## src/rtl/rx_port_aligner.sv

```systemverilog
module rx_port_aligner #(
  parameter int DEPTH  = 2640,
  parameter int LW     = 11,
  parameter int SDEPTH = 176,
  localparam int PW = $clog2(DEPTH),
  localparam int CW = $clog2(DEPTH + 1),
  localparam int SW = $clog2(SDEPTH + 1)
) (
  input  logic          clk,
  input  logic          rst_n,
  input  logic          rd_en,
  output logic [31:0]   rd_data,
  output logic          rd_valid,
  output logic          rd_err,
  input  logic          skip_pkt,
  input  logic          dump_all,
  input  logic [2:0]    lead_zeros,
  input  logic [1:0]    end_align,
  input  logic          dq_push,
  output logic [PW-1:0] dq_head,
  input  logic [31:0]   dq_rdata,
  output logic [CW-1:0] dq_used,
  input  logic          lq_valid,
  input  logic [LW-1:0] lq_len,
  output logic          lq_pop,
  output logic          lq_flush,
  input  logic          sq_push,
  input  logic          sq_pop,
  output logic [SW-1:0] sq_used
);
  localparam int HW = PW + LW + 1;

  logic [2:0]    off_q, pad_q;
  logic [LW-1:0] size_q;

  wire idle  = (size_q == '0) && (pad_q == '0);
  wire start = (rd_en | skip_pkt) & ~dump_all & idle & lq_valid;
  wire rd_go = rd_en & ~skip_pkt & ~dump_all;

  assign lq_pop   = start;
  assign lq_flush = dump_all;

  logic [LW:0] span;
  logic [2:0]  neg, pad_new;
  assign span = {1'b0, lq_len} + (LW+1)'(lead_zeros);
  assign neg  = 3'(~span[2:0] + 3'd1);
  always_comb
    case (end_align)
      2'd1:    pad_new = {1'b0, neg[1:0]};
      2'd2:    pad_new = neg;
      default: pad_new = 3'd0;
    endcase

  wire [2:0]    e_off  = start ? lead_zeros : off_q;
  wire [LW-1:0] e_size = start ? lq_len     : size_q;
  wire [2:0]    e_pad  = start ? pad_new    : pad_q;

  logic [2:0]    n_off, n_pad;
  logic [LW-1:0] n_size;
  logic [31:0]   word;
  logic          take, under;
  always_comb begin
    n_off = e_off; n_size = e_size; n_pad = e_pad;
    word = '0; take = 1'b0; under = 1'b0;
    if (e_off != '0)       n_off = e_off - 3'd1;
    else if (e_size != '0) begin n_size = e_size - 1'b1; take = 1'b1; word = dq_rdata; end
    else if (e_pad != '0)  n_pad = e_pad - 3'd1;
    else                   under = 1'b1;
  end

  logic [LW-1:0] adv;
  assign adv = dump_all ? '0 : skip_pkt ? e_size : LW'(rd_en & take);

  logic [HW-1:0] hsum;
  assign hsum = HW'(dq_head) + HW'(adv);
  wire [PW-1:0] head_nx = (hsum >= HW'(DEPTH)) ? PW'(hsum - HW'(DEPTH)) : PW'(hsum);

  wire sq_inc = sq_push & (sq_used != SW'(SDEPTH));
  wire sq_dec = sq_pop & (sq_used != '0);

  always_ff @(posedge clk or negedge rst_n)
    if (!rst_n) begin
      off_q <= '0; size_q <= '0; pad_q <= '0;
      dq_head <= '0; dq_used <= '0; sq_used <= '0;
      rd_data <= '0; rd_valid <= 1'b0; rd_err <= 1'b0;
    end else begin
      rd_valid <= rd_go;
      rd_err   <= rd_go & under;
      rd_data  <= rd_go ? word : '0;
      dq_head  <= head_nx;
      if (dump_all) begin
        off_q <= '0; size_q <= '0; pad_q <= '0;
        dq_used <= '0; sq_used <= '0;
      end else begin
        dq_used <= dq_used + CW'(dq_push) - CW'(adv);
        sq_used <= sq_used + SW'(sq_inc) - SW'(sq_dec);
        if (skip_pkt) begin
          off_q <= '0; size_q <= '0; pad_q <= '0;
        end else if (rd_en) begin
          off_q <= n_off; size_q <= n_size; pad_q <= n_pad;
        end
      end
    end
endmodule

```

## config.mk

```make
export PLATFORM = sky130hd
export DESIGN_NAME = rx_port_aligner
export DESIGN_NICKNAME = d
export VERILOG_FILES = /design/src/rtl/rx_port_aligner.sv
export SDC_FILE = /design/constraint.sdc
export NUM_CORES = 1
export LEC_CHECK = 0
export BUFFER_PORTS_ARGS = -buffer_cell sky130_fd_sc_hd__buf_2
export CORE_MARGIN = 3
export CORE_UTILIZATION = 55
export DETAILED_ROUTE_END_ITERATION = 8
export GPL_TIMING_DRIVEN = 1
export PLACE_DENSITY = 0.87
export REMOVE_ABC_BUFFERS = 1
export SLEW_MARGIN = 20
export SYNTH_ARGS = -nofsm -noshare
export SYNTH_HDL_FRONTEND = slang
export SYNTH_SLANG_ARGS = --single-unit
```

## constraint.sdc

```tcl
create_clock -name clk -period 6.6 [get_ports clk]
set_input_delay 0.99 -clock clk [delete_from_list [all_inputs] [get_ports clk]]
set_output_delay 0.99 -clock clk [all_outputs]
set_load 0.03 [all_outputs]
```

==> summary.md, run 1 <==
| Metric | Value |
|---|---|
| Leak | 3.394 nW |
| Setup TNS | 0 ps |
| Critical path's slowest cell | a211oi_1 |
| Post-synth EDFFs | 0 |
| RSZ-0062 raised after global routing | no |
| FFs w/ async S/R, synth | 1.000 |
| Max-cap viol count | 0 |
| Largest net degree at the start of global routing | 84 |
| Die Wd | 105.8 um |
| Status | finished, final reports clean |
| Share of layout cells above drive strength 1 | 0.2327 |
| Relative slew slack | 0.4916 |
| CP Cell Sequence | buf_2 > o21ba_1 > and4_1 > nand2_1 > inv_1 > a21oi_1 > ha_1 > o311ai_2 > o221ai_2 > o22ai_1 > ha_1 > inv_1 > fa_1 > nand2b_1 > a21o_1 > a211oi_1 > a21oi_1 > o41a_1 > o21bai_2 > a21oi_1 > xor2_1 |
| Actual slew at the worst max-slew pin | 762.6 ps |
| Area delta synth->final | 17.26% |
| Req. time, crit path | 6830 ps |
| Antenna violations before repair | 0 |
| Root Buffer | clkbuf_8 |
| Most common cell in the netlist | dfrtp_1 |
| Fill cells | 792 |
| Top post-synthesis cells by area | dfrtp_1, ha_1, and2_1, xnor2_1, inv_1 |
| Slowest cell delay on critical path | 460 ps |
| Global route overflow | 0 |
| Reg2reg start | pad_q[0] |
| Vias per cell | 5.687 |
| Routed Antenna Nets | 0 |
| Nets | 806 |
| Vias in the first global route | 4731 |
| First-pass GRT wire length | 22.49 mm |
| Dominant synthesized flop cell | dfrtp_1 |
| Commonest cells post-synth | dfrtp_1, ha_1, inv_1, nor2_1, and2_1 |
| Max FO, Critical Path | 21 |
| Post-CTS Hold Buffers | 0 |
| H-tree level count | 3 |
| Avg WL per Cell | 16.71 um |
| Worst hold path class | flop to flop |
| Clk sink count | 83 |
| Pwr Density | 444.5 nW/um2 |
| Routed wire length | 13.72 mm |
| Syn Inst Count | 565 |
| CORE AREA | 9459 um2 |
| Post-DP HPWL | 10.64 mm |
| Met2 WL | 7.000 mm |
| Max Used Layer | met4 |
| Clock Skew | 11.32 ps |
| Worst vdd rail ir drop | 0.2241 mV |
| Startpoint Class | input pin |
| CTS resizes | 0 |
| Crit path kind | input pin to flop |
| Post-Place Setup Slack | 322.5 ps |
| I/O pin count | 125 |
| Total CTS buffers | 9 |
| WL met1 | 5.575 mm |
| DIE HEIGHT | 105.8 um |
| Seq/Total Area, Yosys | 0.3794 |
| Final setup margin | 558.7 ps |
| Seq cells post-synth | 83 |
| Crit-path most repeated cell | a21oi_1 |
| DRC violations left | 0 |
| Fmax | 0.1655 GHz |
| Max Slew Vio Count | 0 |
| Via count | 4669 |
| Synth area leader | dfrtp_1 |
| Syn. warnings | 0 |
| Cell variety after synth | 74 |
| Die ar. | 11190 um2 |
| Postcts setup bufs | 0 |
| Hold Vio Cnt, Final | 0 |
| Antenna diode count | 0 |
| CP Launch Point | rd_en |
| Port-buffer cells | 124 |
| Arr. time, crit path | 6270 ps |
| Min Tclk post-route | 6041 ps |
| Tot Pwr | 2.853 mW |
| Global Route Usage Sum | 0.2503 |
| Starting Density | 0.5787 |
| Hold Startpoint | off_q[1] |
| Synth top area share | 0.3794 |
| Setup violations, final | 0 |
| Drt first pass iters | 5 |
| Clk slew on worst S/H paths | 90 ps |
| DR WL met3 | 887 um |
| GPL Wtd Cong | 0.9308 |
| Tcrit/Tclk final | 0.9153 |
| CTS tree | yes |
| Worst Setup End Kind | flop |
| Max Root-Sink Buffers | 2 |
| Mapped Area | 5474 um2 |
| Synth Area per Inst | 9.688 um2 |
| Num rows | 35 |
| Worst skew pair latency | 370 ps |
| DR iter-0 viols | 220 |
==> metal layers <==
| metal | track usage | vias to the layer above |
|---|---|---|
| met3 | 0.06001 | 27 |
| met5 | 0 | - |
| met4 | 0.07586 | 0 |
| met2 | 0.4399 | 177 |
| met1 | 0.3037 | 2248 |
| li1 | - | 2217 |
==> power breakdown <==
group          switching (mW)  internal (mW)  total [mW]
Sequential             0.0845          0.624       0.709
Combinational            1.05          0.697        1.75
Clock                   0.206          0.190       0.396
==> per-stage QoR <==
step | util | cells | hold slack [ps] | area, um2
floorplan | - | 549 | 473.3 | 5399
global placement | 0.6561 | 805 | 498.3 | 6206
detailed placement | 0.6561 | 805 | 551.8 | 6206
CTS | 0.6782 | 821 | 570.5 | 6415
global route | 0.6786 | 821 | 581.5 | 6419
finish | 0.6786 | 821 | 564.2 | 6419
==> critical path, delay by kind of cell <==
| kind | cells | cell delay [ps] |
|---|---|---|
| buffers and inverters | 3 | 800 |
| AOI/OAI and AO/OA | 11 | 2670 |
| and+or+nand+nor | 3 | 680 |
| xor gates and xnor gates | 1 | 170 |
| adders and majority gates | 3 | 960 |
==> layout make-up <==
class	count	area (um2)	area share
well taps	129	161.4	0.02515
clock buffers	10	137.6	0.02144
repair buffers	127	649.4	0.1012
inverters	47	176.4	0.02749
clock inverters	6	71.32	0.01111
flip-flops and latches	83	2077	0.3236
multi-input cells	419	3146	0.4901
==> kinds of logic (layout without fill, tap and decap cells) <==
family	after synthesis	after routing	synth area share
multiplexers	14	14	0.02606
flip-flops	83	83	0.3794
adder cells (fa/ha/maj)	62	62	0.1472
AO/OA/AOI/OAI	128	128	0.1659
buffers and inverters	63	190	0.04594
AND/OR/NAND/NOR	184	184	0.1858
XOR/XNOR	31	31	0.04960
==> registers in the layout, indices dropped and copies added, names as in the netlist <==
signal	cells
dq_used	12
off_q	3
rd_valid	1
dq_head	12
rd_err	1
pad_q	3
sq_used	8
size_q	11
rd_data	32
==> final timing paths <==
| path | to | slack (ps) | cells past startpoint |
|---|---|---|---|
| worst max-delay path | dq_head[7] | 560 | 21 |
| worst min-delay path | off_q[1] | 560 | 2 |
| worst max register to register | dq_head[7] | 880 | 20 |
| worst min register to register | off_q[1] | 560 | 2 |
| max in group asynchronous | size_q[3] | 5410 | 1 |
| min in group asynchronous | sq_used[1] | 650 | 1 |
==> layout by cell type (no fill, tap or decap), types with 3 or more instances in the layout <==
cell type / count
a2111oi_0: 3
a211oi_1: 5
a21o_1: 13
a21oi_1: 33
and2_1: 37
and3_1: 7
buf_2: 123
buf_4: 3
clkbuf_8: 10
dfrtp_1: 83
fa_1: 4
ha_1: 58
inv_1: 46
mux2i_1: 12
nand2_1: 26
nand2b_1: 8
nand3_1: 5
nand4_1: 3
nor2_1: 46
nor2b_1: 10
nor3_1: 17
nor4_1: 4
nor4b_2: 5
o21a_1: 4
o21ai_0: 21
o21ai_1: 4
o21bai_1: 7
o22ai_1: 5
or3_1: 3
xnor2_1: 22
xor2_1: 9
Power figures use the tool's default switching activity.
==> run 2, diff against run 1 <==
Settings changed: ABC_AREA from default to 1, CAP_MARGIN from default to 0, CORE_UTILIZATION 55 to 56.
==> summary.md, run 2 <==
| Metric | Value |
|---|---|
| CTS tree | yes |
| Clk sink count | 83 |
| CTS resizes | 0 |
| Num rows | 37 |
| Dominant synthesized flop cell | dfrtp_1 |
| Seq/Total Area, Yosys | 0.3444 |
| Status | finished, final reports clean |
| Max-cap viol count | 0 |
| Routed wire length | 13.16 mm |
| Worst Reg-to-Reg Cells | 30 |
| Min Tclk post-route | 5510 ps |
| Synth top area share | 0.3444 |
| Regs by FF count | rd_data: 32 flops, dq_head: 12 flops, dq_used: 12 flops |
| RSZ-0062 raised after global routing | no |
| Slowest cell delay on critical path | 390 ps |
| Tot Pwr | 3.763 mW |
| Most common cell in the netlist | inv_1 |
| Antenna violations before repair | 0 |
| Crit path kind | input pin to flop |
| Reg2reg start | size_q[6] |
| Starting Density | 0.5790 |
| Crit-path most repeated cell | nand2_1 |
| Cell variety after synth | 41 |
| Port-buffer cells | 124 |
| Number of flip-flops in the largest register | 32 |
| Worst setup path endpoint | dq_head[8] |
| FFs w/ async S/R, synth | 1.000 |
| Clk slew on worst S/H paths | 90 ps |
| Hold Vio Cnt, Final | 0 |
| Commonest non-fill, non-tap cell in the layout | inv_1 |
| Synth Area per Inst | 8.172 um2 |
| Reg2reg end | dq_head[8] |
| Gate power share | 0.705 |
| Global Route Usage Sum | 0.2328 |
| First-pass GRT wire length | 21.94 mm |
| Antenna diode count | 0 |
| Req. time, crit path | 6840 ps |
| Hold WS | 491.8 ps |
| Fmax | 0.1815 GHz |
| Psw | 2.081 mW |
| Clock share of power | 0.092 |
| Most frequent cells in the layout | inv_1, buf_2, nand2_1, dfrtp_1, nor2_1 |
| Tcrit/Tclk final | 0.8348 |
| Worst skew pair latency | 360 ps |
| Top post-synthesis cells by area | dfrtp_1, ha_1, inv_1, nand2_1, nor2_4 |
| Leak | 3.925 nW |
| Die ar. | 12050 um2 |
| Nets | 986 |
| Total CTS buffers | 9 |
| Actual slew at the worst max-slew pin | 616.6 ps |
| Largest net degree at the start of global routing | 47 |
| DR iter-0 viols | 251 |
| Fill cells | 883 |
| Syn. warnings | 0 |
| Drt first pass iters | 5 |
| Switching Share | 0.5531 |
| Setup violations, final | 0 |
| Commonest cells post-synth | inv_1, nand2_1, dfrtp_1 |
| Pwr Density | 541.6 nW/um2 |
| Share of layout cells above drive strength 1 | 0.2626 |
| Post-DP HPWL | 10.61 mm |
| Cell Area, Placed | 6764 um2 |
| Vias per cell | 5.131 |
| Critical path's slowest cell | fa_1 |
| Max FO, Critical Path | 33 |
| Vias in the first global route | 4880 |
| Post-Place Setup Slack | 752.3 ps |
| DRC violations left | 0 |
| Worst vdd rail ir drop | 0.2930 mV |
| Area delta synth->final | 15.21% |
| H-tree level count | 3 |
| Startpoint Class | input pin |
| Synth area leader | dfrtp_1 |
| Setup TNS | 0 ps |
| Avg WL per Cell | 13.06 um |
| Postcts setup bufs | 0 |
| R2R Setup Slk | 1370 ps |
| Final Cell Area | 6948 um2 |
| Seq cells post-synth | 83 |
| Final setup margin | 1090 ps |
| Worst hold path class | flop to flop |
| Routed Antenna Nets | 0 |
| Root Buffer | clkbuf_8 |
| Syn Inst Count | 738 |
| CP Launch Point | lq_valid |
| CORE AREA | 10420 um2 |
| Clock Skew | 14.47 ps |
| Register Area | 2077 um2 |
| GPL Wtd Cong | 0.8965 |
| Via count | 5172 |
| Area of the multi-input gates | 3303 um2 |
| Worst Setup End Kind | flop |
| Die Wd | 109.8 um |
| Most flop-heavy register | rd_data |
| Arr. time, crit path | 5750 ps |
| Max Slew Vio Count | 0 |
| Post-synth EDFFs | 0 |
| Sequential share of power | 0.203 |
| Mapped Area | 6031 um2 |
| Global route overflow | 0 |
| Max Root-Sink Buffers | 2 |
| I/O pin count | 125 |
| Relative slew slack | 0.5874 |
| DIE HEIGHT | 109.8 um |
| Power Internal | 1.682 mW |
| Post-CTS Hold Buffers | 0 |
run 2: changes by cell type after synthesis, sizes merged, moves of 18 or more:
| cell | change |
|---|---|
| nand2 | +113 |
| xnor2 | -18 |
| and2 | -37 |
| nor2 | +59 |
| inv | +104 |
| nand3 | +48 |
run 2: cell type report:
cell class / count / share of cell area
multi-input combinational: 496 / 0.4754
sequential: 83 / 0.2989
timing repair buffer: 127 / 0.09292
inverter: 150 / 0.08176
tap: 136 / 0.02449
clock buffer: 10 / 0.01981
clock inverter: 6 / 0.006663
run 2: through the flow:
step,utilization,cells
global route,0.6670,1008
detailed placement,0.6494,992
floorplan,-,729
finish,0.6670,1008
global placement,0.6494,992
CTS,0.6670,1008
run 2: per-layer routing:
metal  track usage  vias up  routed length, um
li1              -     2593                  -
met1        0.3031     2406               5735
met2        0.3845      152               6288
met3       0.05285       21                892
met4       0.07569        0                244
met5             0        -                  0
run 2: how the worst min path moves through the flow:
stage | startpoint | to | cells past startpoint
after floorplan | off_q[0] | off_q[0] | 2
after global placement | off_q[0] | off_q[0] | 2
after detailed placement | off_q[0] | off_q[0] | 2
after CTS | off_q[0] | off_q[0] | 2
after global routing | off_q[0] | off_q[0] | 2
final | off_q[0] | off_q[0] | 2
run 2: cells by family after synthesis:
family / after synthesis / share of synthesized area
AND/OR/NAND/NOR: 317 / 0.2944
AO/OA/AOI/OAI: 98 / 0.09004
flip-flops: 83 / 0.3444
adder cells (fa/ha/maj): 62 / 0.1336
buffers and inverters: 159 / 0.1087
XOR/XNOR: 19 / 0.02884
run 2: power by group through the flow:
stage          clock network [mW]  logic (mW)  registers, mW
6_report                    0.347        2.65          0.764
3_3_place_gp                    0        2.57          0.769
2_1_floorplan                   0        1.86          0.997
4_1_cts                     0.355        2.65          0.764
3_5_place_dp                    0        2.63          0.774
5_1_grt                     0.376        2.97          0.783
run 2: critical path: cells and delay by family:
kind	cells	cell delay, ps
AO/OA/AOI/OAI	1	320
XOR/XNOR	1	260
adder cells (fa/ha/maj)	4	1070
buffers and inverters	7	570
AND/OR/NAND/NOR	19	2510
==> run 3, diff against run 2 <==
Settings changed: ABC_AREA 1 to 0, CORE_UTILIZATION 56 to 50, PLACE_DENSITY 0.87 to 0.84.
Clock period 6.6 ns to 4.6 ns, I/O delays scaled along.
==> summary.md, run 3 (synthesis results as in run 1) <==
| Metric | Value |
|---|---|
| Number of flip-flops in the largest register | 32 |
| Routed wire length | 14.74 mm |
| Worst hold path class | input pin to async pin |
| Vias per cell | 5.572 |
| Routed Antenna Nets | 0 |
| Req. time, crit path | 4910 ps |
| Crit path kind | flop to flop |
| Cell Area, Placed | 6583 um2 |
| Die Wd | 110.6 um |
| Final Cell Area | 7013 um2 |
| Antenna diode count | 0 |
| Global route overflow | 0 |
| Global Route Usage Sum | 0.2366 |
| Relative slew slack | 0.4864 |
| Min Tclk post-route | 4524 ps |
| Routing usage on met2 | 0.4155 |
| Max Root-Sink Buffers | 2 |
| Antenna violations before repair | 0 |
| Worst Setup End Kind | flop |
| Root Buffer | clkbuf_8 |
| Startpoint Class | flop |
| Vias in the first global route | 5060 |
| Clk slew on worst S/H paths | 100 ps |
| Final setup margin | 75.90 ps |
| Tot Pwr | 4.472 mW |
| First-pass GRT wire length | 23.87 mm |
| Fin util | 0.6703 |
| Post-DP HPWL | 11.12 mm |
| DR iter-0 viols | 415 |
| CORE AREA | 10460 um2 |
| I/O pin count | 125 |
| Max Slew Vio Count | 0 |
| Worst vdd rail ir drop | 0.3359 mV |
| Total CTS buffers | 9 |
| Regs by FF count | rd_data: 32 flops, dq_head: 12 flops, dq_used: 12 flops |
| Post-CTS Hold Buffers | 0 |
| Pwr Density | 637.7 nW/um2 |
| GPL Wtd Cong | 0.9594 |
| Leak | 3.675 nW |
| Commonest non-fill, non-tap cell in the layout | buf_2 |
| Setup TNS | 0 ps |
| Most flop-heavy register | rd_data |
| Num rows | 37 |
| Actual slew at the worst max-slew pin | 770.5 ps |
| Post-Place Setup Slack | -444.3 ps |
| GRT met1 Usage | 0.2838 |
| Avg WL per Cell | 16.67 um |
| Share of layout cells above drive strength 1 | 0.3235 |
| Tcrit/Tclk final | 0.9835 |
| Arr. time, crit path | 4830 ps |
| Max FO, Critical Path | 4 |
| DIE HEIGHT | 110.6 um |
| Port-buffer cells | 124 |
| Largest net degree at the start of global routing | 84 |
| Most frequent cells in the layout | buf_2, dfrtp_1, buf_4, ha_1, nor2_1 |
| GRT busiest layer | met2 |
| Nets | 862 |
| Clk sink count | 83 |
| Status | finished, final reports clean |
| DRC violations left | 0 |
| Drt first pass iters | 5 |
| Clock Skew | 14.08 ps |
| Max-cap viol count | 0 |
| CTS tree | yes |
| Starting Density | 0.5232 |
| Global routing usage on met3 | 0.05589 |
| Die ar. | 12240 um2 |
| Worst skew pair latency | 370 ps |
| Via count | 4926 |
| Hold Vio Cnt, Final | 0 |
| Area delta synth->final | 28.11% |
| H-tree level count | 3 |
| RSZ-0062 raised after global routing | yes |
| Fmax | 0.2210 GHz |
| Setup violations, final | 0 |
-- run 3: worst max-delay path, stage by stage, from the launching register on --
cell and delay (ps):
dfrtp_1 450, nor4b_4 330, and4_1 270, nand2_2 80
buf_6 140, mux2i_4 170, ha_2 220, o221ai_2 110
o22ai_2 270, ha_2 250, inv_2 40, fa_2 340
buf_6 130, nor2b_1 110, o21ai_1 100, a21oi_2 180
ha_2 190, nand3b_1 100, nor4_2 220, o41a_1 230
o21bai_4 110, a2111oi_4 290, a21o_1 110
-- run 3: through the flow --
| stage | hold WS, ps | cells |
|---|---|---|
| final | 353.8 | 884 |
| after global placement | 499.2 | 861 |
| after detailed placement | 497.0 | 861 |
| after global routing | 412.1 | 884 |
| after floorplan | 394.4 | 549 |
| after CTS | 505.7 | 877 |
-- run 3: routing by layer --
metal	wire length, um	up-vias
li1	-	2337
met1	5949	2346
met2	7434	208
met3	989	35
met4	362	0
met5	0	-
-- run 3: path summary, 6_finish.rpt --
| kind | from | end | slack (ps) | cells after the start |
|---|---|---|---|---|
| max in group asynchronous | rst_n | rd_data[30] | 3700 | 1 |
| hold / removal | rst_n | sq_used[0] | 350 | 1 |
| setup reg to reg | pad_q[2] | dq_head[8] | 80 | 22 |
| setup / recovery | pad_q[2] | dq_head[8] | 80 | 22 |
| hold reg to reg | size_q[10] | size_q[10] | 520 | 1 |
| min in group clk | size_q[10] | size_q[10] | 520 | 1 |
-- run 3: what timing repair did --
item | 4_1_cts | 5_1_grt
pin swaps | 1 | 15
gates resized for setup | 6 | 32
setup buffers | 0 | 7
cloned | 0 | 0
setup endpoints to repair | 8 | 10
-- run 3: report_power, final --
part	switching, mW	internal (mW)	leakage, nW
combinational	1.64	1.27	2.47
clock	0.290	0.256	0.102
sequential	0.126	0.895	1.11
-- run 3: area by class of cell --
| cell class | count | area (um2) |
|---|---|---|
| Fill cell | 862 | 3450 |
| Multi-Input combinational cell | 419 | 3312 |
| Sequential cell | 83 | 2077 |
| Timing Repair Buffer | 183 | 1077 |
| Inverter | 47 | 176.4 |
| Tap cell | 136 | 170.2 |
| Clock buffer | 9 | 123.9 |
| Clock inverter | 7 | 76.32 |
